==> src/rtl/gpioc_pkg.sv <==
// Shared constants and types for the GPIO controller.
// Assumes eight pins per bank, so that one pending or mask byte covers one bank.
package gpioc_pkg;
    localparam int NPIN        = 16;
    localparam int NPB         = 8;
    localparam int AW          = 8;
    localparam int DW          = 8;
    localparam int OCW         = 6;   // output-control bits exported per pin
    localparam int CTL_STRIDE  = 16;  // distance between bank control bases
    localparam int STAT_STRIDE = 1;   // distance between bank status bytes

    localparam logic [AW-1:0] PEND_BASE  = 8'h0B;
    localparam logic [AW-1:0] MASK_BASE  = 8'h19;
    localparam logic [AW-1:0] MASKX_BASE = 8'h1B;
    localparam logic [AW-1:0] OCTL_BASE  = 8'h2B;
    localparam logic [AW-1:0] ICTL_BASE  = 8'h33;
    localparam logic [AW-1:0] PANEL_ADDR = 8'h52;

    // bit positions inside an output-control byte
    localparam int OC_VAL = 0;
    localparam int OC_PSL = 1;
    localparam int OC_PEN = 3;
    localparam int OC_OD  = 4;
    localparam int OC_DIR = 5;

    typedef enum logic [1:0] {
        EDGE_OFF  = 2'b00,
        EDGE_FALL = 2'b01,
        EDGE_RISE = 2'b10,
        EDGE_ANY  = 2'b11
    } edge_mode_e;
endpackage

==> src/rtl/gpioc_sync.sv <==
// Two-flop synchronizer for a vector of asynchronous levels.
// Assumes each bit is an independent slow level; there is no bus coherency between bits.
module gpioc_sync #(
    parameter int W = 16
) (
    input  logic         clk,
    input  logic         rst_n,
    input  logic [W-1:0] d,
    output logic [W-1:0] q
);
    logic [W-1:0] stg1;
    logic [W-1:0] stg2;

    // shift the raw levels through two stages
    always_ff @(posedge clk) begin
        if (!rst_n) begin
            stg1 <= '0;
            stg2 <= '0;
        end else begin
            stg1 <= d;
            stg2 <= stg1;
        end
    end

    assign q = stg2;
endmodule

==> src/rtl/gpioc_edge.sv <==
// Per-pin edge detector with a two-bit mode per pin.
// Assumes synchronized input; the pulse appears in the cycle after the level changes.
module gpioc_edge
    import gpioc_pkg::*;
#(
    parameter int W = 8
) (
    input  logic           clk,
    input  logic           rst_n,
    input  logic [W-1:0]   lvl,
    input  logic [2*W-1:0] mode,
    output logic [W-1:0]   evt
);
    logic [W-1:0] prev;

    // remember the last synchronized level
    always_ff @(posedge clk) begin
        if (!rst_n) prev <= '0;
        else        prev <= lvl;
    end

    for (genvar g = 0; g < W; g++) begin : g_pin
        edge_mode_e m;
        logic       rise;
        logic       fall;
        assign m    = edge_mode_e'(mode[2*g +: 2]);
        assign rise = lvl[g] & ~prev[g];
        assign fall = ~lvl[g] & prev[g];
        // qualify the raw transitions with the selected mode
        always_comb begin
            unique case (m)
                EDGE_OFF:  evt[g] = 1'b0;
                EDGE_FALL: evt[g] = fall;
                EDGE_RISE: evt[g] = rise;
                EDGE_ANY:  evt[g] = rise | fall;
            endcase
        end
    end
endmodule

==> src/rtl/gpioc_bank.sv <==
// One bank of pins: control bytes, pending byte, two mask bytes and the read mux.
// Assumes NPB == data width and a one-cycle write strobe; rdata is 0 for foreign addresses.
module gpioc_bank
    import gpioc_pkg::*;
#(
    parameter int              NB      = NPB,
    parameter logic [AW-1:0]   PEND_A  = PEND_BASE,
    parameter logic [AW-1:0]   MASK_A  = MASK_BASE,
    parameter logic [AW-1:0]   MASKX_A = MASKX_BASE,
    parameter logic [AW-1:0]   OCTL_A  = OCTL_BASE,
    parameter logic [AW-1:0]   ICTL_A  = ICTL_BASE
) (
    input  logic              clk,
    input  logic              rst_n,
    input  logic [AW-1:0]     addr,
    input  logic [DW-1:0]     wdata,
    input  logic              wr,
    input  logic [NB-1:0]     lvl,
    output logic [DW-1:0]     rdata,
    output logic              irq_req,
    output logic [NB*OCW-1:0] oc_flat
);
    localparam int IW    = $clog2(NB);
    localparam int OC_LO = int'(OCTL_A);
    localparam int IC_LO = int'(ICTL_A);

    logic [DW-1:0]   octl [NB];
    logic [DW-1:1]   ictl [NB];
    logic [NB-1:0]   pend;
    logic [NB-1:0]   mask;
    logic [NB-1:0]   maskx;
    logic [NB-1:0]   evt;
    logic [NB-1:0]   clr;
    logic [2*NB-1:0] mode_flat;
    logic            oc_hit;
    logic            ic_hit;
    logic [IW-1:0]   oc_idx;
    logic [IW-1:0]   ic_idx;

    assign oc_hit = (int'(addr) >= OC_LO) && (int'(addr) < OC_LO + NB);
    assign ic_hit = (int'(addr) >= IC_LO) && (int'(addr) < IC_LO + NB);
    assign oc_idx = IW'(addr - OCTL_A);
    assign ic_idx = IW'(addr - ICTL_A);

    for (genvar g = 0; g < NB; g++) begin : g_fan
        assign mode_flat[2*g +: 2]  = ictl[g][2:1];
        assign oc_flat[g*OCW +: OCW] = octl[g][OCW-1:0];
    end

    gpioc_edge #(.W(NB)) u_edge (
        .clk   (clk),
        .rst_n (rst_n),
        .lvl   (lvl),
        .mode  (mode_flat),
        .evt   (evt)
    );

    // control bytes: whole-byte writes by index
    always_ff @(posedge clk) begin
        if (!rst_n) begin
            for (int i = 0; i < NB; i++) begin
                octl[i] <= '0;
                ictl[i] <= '0;
            end
        end else if (wr) begin
            if (oc_hit) octl[oc_idx] <= wdata;
            if (ic_hit) ictl[ic_idx] <= wdata[DW-1:1];
        end
    end

    // mask bytes: plain storage
    always_ff @(posedge clk) begin
        if (!rst_n) begin
            mask  <= '0;
            maskx <= '0;
        end else if (wr) begin
            if (addr == MASK_A)  mask  <= wdata[NB-1:0];
            if (addr == MASKX_A) maskx <= wdata[NB-1:0];
        end
    end

    assign clr = (wr && addr == PEND_A) ? wdata[NB-1:0] : '0;

    // pending byte: write-one-to-clear, a new edge wins
    always_ff @(posedge clk) begin
        if (!rst_n) pend <= '0;
        else        pend <= (pend & ~clr) | evt;
    end

    // read mux for this bank's addresses
    always_comb begin
        rdata = '0;
        if (oc_hit)               rdata = octl[oc_idx];
        else if (ic_hit)          rdata = {ictl[ic_idx], lvl[ic_idx]};
        else if (addr == PEND_A)  rdata = DW'(pend);
        else if (addr == MASK_A)  rdata = DW'(mask);
        else if (addr == MASKX_A) rdata = DW'(maskx);
    end

    assign irq_req = |(pend & ~mask);

    // a clearing write removes every bit not re-set by an edge
    p_w1c_r5: assert property (@(posedge clk) disable iff (!rst_n)
        (wr && addr == PEND_A) |=> ((pend & $past(wdata[NB-1:0] & ~evt)) == '0));

    // without a write or an edge the pending byte holds
    p_pend_hold_r5: assert property (@(posedge clk) disable iff (!rst_n)
        (!(wr && addr == PEND_A) && evt == '0) |=> $stable(pend));

    // an edge always leaves its bit set, whatever the write did
    p_set_wins_r6: assert property (@(posedge clk) disable iff (!rst_n)
        (|evt) |=> ((pend & $past(evt)) == $past(evt)));
endmodule

==> src/rtl/gpioc_top.sv <==
// GPIO controller top: synchronizer, two pin banks, panel byte and interrupt merge.
// Assumes a single clock domain for the bus; pin inputs may be asynchronous.
module gpioc_top
    import gpioc_pkg::*;
#(
    parameter int NP = NPIN
) (
    input  logic            clk,
    input  logic            rst_n,
    input  logic [AW-1:0]   bus_addr,
    input  logic [DW-1:0]   bus_wdata,
    input  logic            bus_wr,
    input  logic            bus_rd,
    output logic [DW-1:0]   bus_rdata,
    input  logic [NP-1:0]   pin_in,
    output logic [NP-1:0]   pin_out_o,
    output logic [NP-1:0]   pin_dir_o,
    output logic [NP-1:0]   pin_od_o,
    output logic [NP-1:0]   pin_pull_en_o,
    output logic [2*NP-1:0] pin_pull_sel_o,
    output logic            panel_o,
    output logic            irq_o
);
    localparam int NBANK = NP / NPB;

    logic [NP-1:0]     lvl;
    logic [NP*OCW-1:0] oc_all;
    logic [DW-1:0]     bank_rd [NBANK];
    logic [NBANK-1:0]  irq_req;
    logic [DW-1:0]     panel_q;
    logic [DW-1:0]     rd_mux;

    gpioc_sync #(.W(NP)) u_sync (
        .clk   (clk),
        .rst_n (rst_n),
        .d     (pin_in),
        .q     (lvl)
    );

    for (genvar b = 0; b < NBANK; b++) begin : g_bank
        gpioc_bank #(
            .NB      (NPB),
            .PEND_A  (PEND_BASE  + AW'(b * STAT_STRIDE)),
            .MASK_A  (MASK_BASE  + AW'(b * STAT_STRIDE)),
            .MASKX_A (MASKX_BASE + AW'(b * STAT_STRIDE)),
            .OCTL_A  (OCTL_BASE  + AW'(b * CTL_STRIDE)),
            .ICTL_A  (ICTL_BASE  + AW'(b * CTL_STRIDE))
        ) u_bank (
            .clk     (clk),
            .rst_n   (rst_n),
            .addr    (bus_addr),
            .wdata   (bus_wdata),
            .wr      (bus_wr),
            .lvl     (lvl[b*NPB +: NPB]),
            .rdata   (bank_rd[b]),
            .irq_req (irq_req[b]),
            .oc_flat (oc_all[b*NPB*OCW +: NPB*OCW])
        );
    end

    for (genvar p = 0; p < NP; p++) begin : g_pinout
        assign pin_out_o[p]          = oc_all[p*OCW + OC_VAL];
        assign pin_pull_sel_o[2*p +: 2] = oc_all[p*OCW + OC_PSL +: 2];
        assign pin_pull_en_o[p]      = oc_all[p*OCW + OC_PEN];
        assign pin_od_o[p]           = oc_all[p*OCW + OC_OD];
        assign pin_dir_o[p]          = oc_all[p*OCW + OC_DIR];
    end

    // panel-control byte
    always_ff @(posedge clk) begin
        if (!rst_n)                               panel_q <= '0;
        else if (bus_wr && bus_addr == PANEL_ADDR) panel_q <= bus_wdata;
    end

    assign panel_o = panel_q[0];

    // merge bank read data; banks return zero for addresses they do not own
    always_comb begin
        rd_mux = (bus_addr == PANEL_ADDR) ? panel_q : '0;
        for (int b = 0; b < NBANK; b++) rd_mux = rd_mux | bank_rd[b];
    end

    assign bus_rdata = bus_rd ? rd_mux : '0;
    assign irq_o     = |irq_req;

    // a panel write shows on the output in the next cycle
    p_panel_r9: assert property (@(posedge clk) disable iff (!rst_n)
        (bus_wr && bus_addr == PANEL_ADDR) |=> (panel_o == $past(bus_wdata[0])));
endmodule

==> config.mk <==
export PLATFORM = sky130hd
export DESIGN_NAME = gpioc_top
export DESIGN_NICKNAME = d
export VERILOG_FILES = /design/src/rtl/gpioc_pkg.sv /design/src/rtl/gpioc_sync.sv /design/src/rtl/gpioc_edge.sv /design/src/rtl/gpioc_bank.sv /design/src/rtl/gpioc_top.sv
export SDC_FILE = /design/constraint.sdc
export NUM_CORES = 1
export LEC_CHECK = 0
export ABC_AREA = 1
export BUFFER_PORTS_ARGS = -buffer_cell sky130_fd_sc_hd__buf_2
export CAP_MARGIN = 10
export CORE_AREA = 3 3 206 158
export DETAILED_ROUTE_END_ITERATION = 16
export DIE_AREA = 0 0 209 161
export PLACE_DENSITY = 0.79
export SYNTH_ARGS = -nofsm -noshare
export SYNTH_HDL_FRONTEND = slang
export SYNTH_HIERARCHICAL = 1
export SYNTH_SLANG_ARGS = --single-unit
==> constraint.sdc <==
create_clock -name clk -period 6.8 [get_ports clk]
set_input_delay 0.34 -clock clk [delete_from_list [all_inputs] [get_ports clk]]
set_output_delay 0.34 -clock clk [all_outputs]
set_load 0.05 [all_outputs]
After elaboration in Yosys (flattened, before gate mapping)
Memory sizes are Yosys's and may differ from the RTL's.
Index checks and enable logic that the tools add are counted.
{"block": "op_classes", "n_addsub": 4, "multipliers": 0, "div_mod_pow": 0, "magnitude_cmp": 10, "n_eq_ne": 55, "shifts": 0, "mux": 63, "bitwise": 92, "reduce_logical": 32}
{"operator": "$mux W8", "n": 16}
{"operator": "$eq A2 B2 Y1 const B", "n": 32}
{"operator": "$pmux W1 S4", "n": 16}
{"operator": "$and A1 B1 Y1", "n": 32}
{"operator": "$and A8 B8 Y8", "n": 4}
{"operator": "$eq A2 B1 Y1 const B", "n": 16}
{"operator": "$eq A8 B5 Y1 const B", "n": 4}
{"operator": "$logic_not A2 Y1", "n": 16}
{"operator": "$not A1 Y1", "n": 32}
{"operator": "$not A8 Y8", "n": 4}
{"operator": "$or A8 B8 Y8", "n": 4}
{"operator": "$ge A8 B6 Y1 const B", "n": 3}
{"operator": "$mux W1", "n": 23}
{"operator": "$eq A8 B4 Y1 const B", "n": 2}
{"operator": "$lt A8 B6 Y1 const B", "n": 2}
{"operator": "$lt A8 B7 Y1 const B", "n": 2}
{"operator": "$or A1 B1 Y1", "n": 16}
{"operator": "$reduce_or A16 Y1", "n": 1}
{"operator": "$reduce_or A8 Y1", "n": 2}
{"operator": "$mux W7", "n": 2}
{"operator": "$reduce_or A7 Y1", "n": 2}
{"operator": "$mux W3", "n": 4}
{"operator": "$sub A3 B2 Y3 const B", "n": 4}
{"operator": "$eq A8 B7 Y1 const B", "n": 1}
{"operator": "other kinds (5)", "n": 16}
{"block": "word_totals", "register_bits": 104, "latchBits": 0, "mem_bits_rw": 240, "mem_bits_ro": 0, "inputBits": 36, "out_inout_bits": 106, "wordCells": 271, "memories": 4}
{"name": "g_bank[0].u_bank.octl", "words": 8, "word_bits": 8, "read_ports": 9, "rd_ports_with_merged_regs": 0, "wr": 8, "line_no": "gpioc_bank.sv:27", "text": "logic [DW-1:0] octl [NB];"}
{"name": "g_bank[1].u_bank.octl", "words": 8, "word_bits": 8, "read_ports": 9, "rd_ports_with_merged_regs": 0, "wr": 8, "line_no": "gpioc_bank.sv:27"}
{"name": "g_bank[0].u_bank.ictl", "words": 8, "word_bits": 7, "read_ports": 9, "rd_ports_with_merged_regs": 0, "wr": 8, "line_no": "gpioc_bank.sv:28", "text": "logic [DW-1:1] ictl [NB];"}
{"name": "g_bank[1].u_bank.ictl", "words": 8, "word_bits": 7, "read_ports": 9, "rd_ports_with_merged_regs": 0, "wr": 8, "line_no": "gpioc_bank.sv:28"}

Logic depth before layout (Yosys ltp)
{"block": "depth", "depth_word": 9, "depth_mapped": 16, "ltp_nobuf": 12}

Modules after synthesis
Netlist, hierarchy kept.
{"mod": "gpioc_bank (g_bank[0].u_bank)", "n_inst": 1, "cells_per_inst": 948, "area_per_inst_um2": 7723.7, "seq_area_each_um2": 4083.9}
{"mod": "gpioc_bank (g_bank[1].u_bank)", "n_inst": 1, "cells_per_inst": 952, "area_per_inst_um2": 7591.0, "seq_area_each_um2": 4083.9}
{"mod": "gpioc_edge", "n_inst": 2, "cells_per_inst": 113, "area_per_inst_um2": 735.7, "seq_area_each_um2": 160.2}
{"mod": "gpioc_sync", "n_inst": 1, "cells_per_inst": 99, "area_per_inst_um2": 914.6, "seq_area_each_um2": 640.6}
{"mod": "gpioc_top", "n_inst": 1, "cells_per_inst": 111, "area_per_inst_um2": 605.6, "seq_area_each_um2": 160.2}

Worst setup path before layout
OpenSTA, ideal clock, no wires.
{"block": "synth_timing", "path_kind": "in2out", "start": "input port bus_addr[0]", "end": "output port bus_rdata[5]", "t_arrival_ps": 2899, "required_time_ps": 6460, "path_slack_ps": 3561, "cell_stages": 16, "n_path_buf": 5, "path_cell_list": "buf_2 -> inv_2 -> buf_2 -> buf_4 -> ha_1 -> buf_2 -> inv_2 -> buf_1 -> nand2_1 -> nand2_1 -> nand2_1 -> nand3_1 -> nand2_1 -> nand2_1 -> nor2_1 -> a21oi_1"}
{"item": "start: declaration", "line_no": "gpioc_top.sv:10", "text": "input logic [AW-1:0] bus_addr,"}
{"item": "end: declaration", "line_no": "gpioc_top.sv:14", "text": "output logic [DW-1:0] bus_rdata,"}

==> flow_summary.toml <==
[timing]
fin_tns_setup_ps = 0
max_freq_mhz = 258
slew_headroom_pct = 41.1
fin_crit_sh_pct = 56.9
hold_viol = 0
skew_ps = 24.9
layout_setup_ws_ps = 2930
drv_slew = 0
setup_viol = 0
min_period_ps = 3870
worst_pin_slew_ps = 884
rsz0062_at_grt = "false"
whs_ps = 11.0

[routing]
detail-route-antenna-nets = 0
drt_wl_total_um = 47800
dr.pass1.iters = 6
wire_per_inst_um = 17.2
vias = 15200
via_per_inst = 5.49
route.detailed.drc = 0
drt_iter0_markers = 1938

[cts]
cts_tree = "yes"
post_cts_buffers = 0
cts_made_buffers = 35
clk_pin_slew_worst_paths_ps = 60
clock_sinks = 344
htreeDepth = 2
clockBufferDepth = 3
clk_latency_ps = 540
cts_root_buf = "clkbuf_16"

[floorplan]
ioPinCount = 142
fp-row-count = 56
fp.dieW_um = 209
die_h_um = 161
dieArea_sq_um = 33600
core_sq_um = 30800
start_util_pct = 59.4

[worst_setup_path]
crit_slowest_cell = "buf_4"
critPathRequiredTime_ps = 6460
critPathKind = "primary input to output port"
critPathLaunchType = "primary input"
cp_max_fo = 77
endpoint_kind = "output port"
cp_cell_sequence = "buf_4, inv_2, ha_1, buf_4, inv_2, nand2_1, nand2_1, nand2_1, nand3_1, nand2_1, nand2_1, nor2_1, a21oi_1, buf_2"
crit_path_frequent_cell = "nand2_1"
worst_path_largest_cell_delay_ps = 640
cp.arrival_ps = 3530

[hold_path]
hold_class = "primary input to flip-flop"

[synthesis]
netlist_instances = 2336
synth_cell_types = 33
syn_area_sq_um = 18300
synth_mux_area_share_pct = 0
synthAdderAreaFrac_pct = 2.53
synth_xor_area_share_pct = 0.0889
synth_top_family_by_area = "simple AND/OR/NAND/NOR gates"
ys_seq_area_share_pct = 50.7
synth_nets = 2409
yosys.area_share.simple_pct = 32.0
avgSynthCellArea_sq_um = 7.84
ys_seq_elements = 344
synth_compound_area_share_pct = 2.70
yosys_warnings = 6

[final_layout]
fin_area_sq_um = 19600
final_common_cell = "nand2_1"
nFillCells = 2649
multi_input_area_sq_um = 6830
drive_above_1_share_pct = 11.2
seqCellArea_sq_um = 9290
final_net_count = 2418
final_cell_mix = "nand2_1 (898), nor2_1 (284), inv_1 (249), edfxtp_1 (240), buf_2 (139)"
syn_to_final_growth_pct = 7.24
instances_no_fill = 2777

[placed_design]
place_area_sq_um = 18400
preCtsSetupSlack_ps = 3030
gp_congestion = 0.899
post-dp-hpwl_um = 32500
port_buffers = 141
place_inst = 2702

[global_route]
grt_max_degree = 78
grt_pass1_vias = 13800
gr-total-overflow = 0
grtUsageTotal_pct = 27.8
grt_antenna_before_repair = 5
grt_pass1_wl_um = 74500

[power_and_ir_drop]
power_density_nw_per_um2 = 248
peakVddDrop_mv = 0.179
power_leakage_nw = 9.27

[outcome]
status = "finished, final reports clean"

[job]
maxCapViolCount = 0
## critical path: cells and delay by family
| family | cells | cell delay (ps) |
|---|---|---|
| fa+ha+maj | 1 | 320 |
| simple gates | 7 | 610 |
| buf+inv | 5 | 1870 |
| compound gates | 1 | 310 |
## cells by family after synthesis
kind of cell / Yosys count
AOI/OAI and AO/OA: 97
xor gates and xnor gates: 1
adders and majority gates: 37
buffers and inverters: 458
DFF: 344
and+or+nand+nor: 1399
## where the power goes
part           switching (mW)  internal [mW]
Clock                   0.784           1.09
Sequential             0.0544           2.33
Combinational           0.474          0.141
Total                    1.31           3.56
## final cells by class
class	instances	area share, %
flip-flops and latches	344	47.3
multi-input cells	1534	34.8
inverters	268	5.14
clock buffers	50	5.04
repair buffers	162	4.58
well taps	406	2.59
clock inverters	9	0.523
diodes	4	0.0510
## routing by layer
metal / track usage, % / vias up / routed length [um] / share of wire (%)
met3: 4.17 / 121 / 5380 / 11
met4: 8.64 / 2 / 1260 / 2.6
met2: 40.7 / 881 / 20400 / 43
met5: 0 / - / 13 / 0.027
met1: 42.8 / 7028 / 20800 / 43
li1: - / 7207 / - / -
## worst paths after layout
| check | cells past startpoint | from | slack [ps] | endpoint |
|---|---|---|---|---|
| min | 3 | pin_in[8] | 10 | u_sync/stg1[8]$_SDFF_PN0_ |
| min reg2reg | 2 | u_sync/stg1[14]$_SDFF_PN0_ | 410 | u_sync/q[14]$_SDFF_PN0_ |
| max | 14 | bus_addr[0] | 2930 | bus_rdata[0] |
| max reg2reg | 7 | u_sync/q[15]$_SDFF_PN0_ | 5400 | g_bank[1].u_bank/pend[7]$_SDFF_PN0_ |
## Yosys cell counts, drive strengths merged
library cell / instances / area share [%]
clkbuf: 47 / 0.96
and2: 1 / 0.034
o22ai: 4 / 0.14
edfxtp: 240 / 39
a21oi: 59 / 1.6
clkinv: 8 / 0.16
buf: 143 / 5.5
o21ai: 33 / 0.90
xnor2: 1 / 0.089
nor3: 29 / 1.5
inv: 260 / 5.3
nor3b: 4 / 0.16
nor2: 297 / 6.4
ha: 37 / 2.5
o2111ai: 1 / 0.048
nand3: 162 / 5.2
or2: 1 / 0.034
dfxtp: 104 / 11
nand4: 4 / 0.14
nand2: 901 / 19
## state kept, by name, indices dropped and copies added (netlist names)
name	cells
g_bank.u_bank/maskx	16
g_bank.u_bank/ictl	112
g_bank.u_bank/mask	16
u_sync/q	16
u_sync/stg1	16
panel_q	8
g_bank.u_bank/pend	16
g_bank.u_bank/octl	128
g_bank.u_bank/u_edge/prev	16
## metrics by stage
step	total power [mW]	util, %
2_1_floorplan	2.89	-
3_3_place_gp	3.01	59.7
3_5_place_dp	3.02	59.7
4_1_cts	4.89	63.6
5_1_grt	5.05	63.7
6_report	4.87	63.7
## what timing repair did
action                    in CTS  in global routing
hold buffers                  12                  0
hold endpoints to repair      12                  0
resized for setup              0                  0
Note: power is estimated with default switching activity, not from simulation.
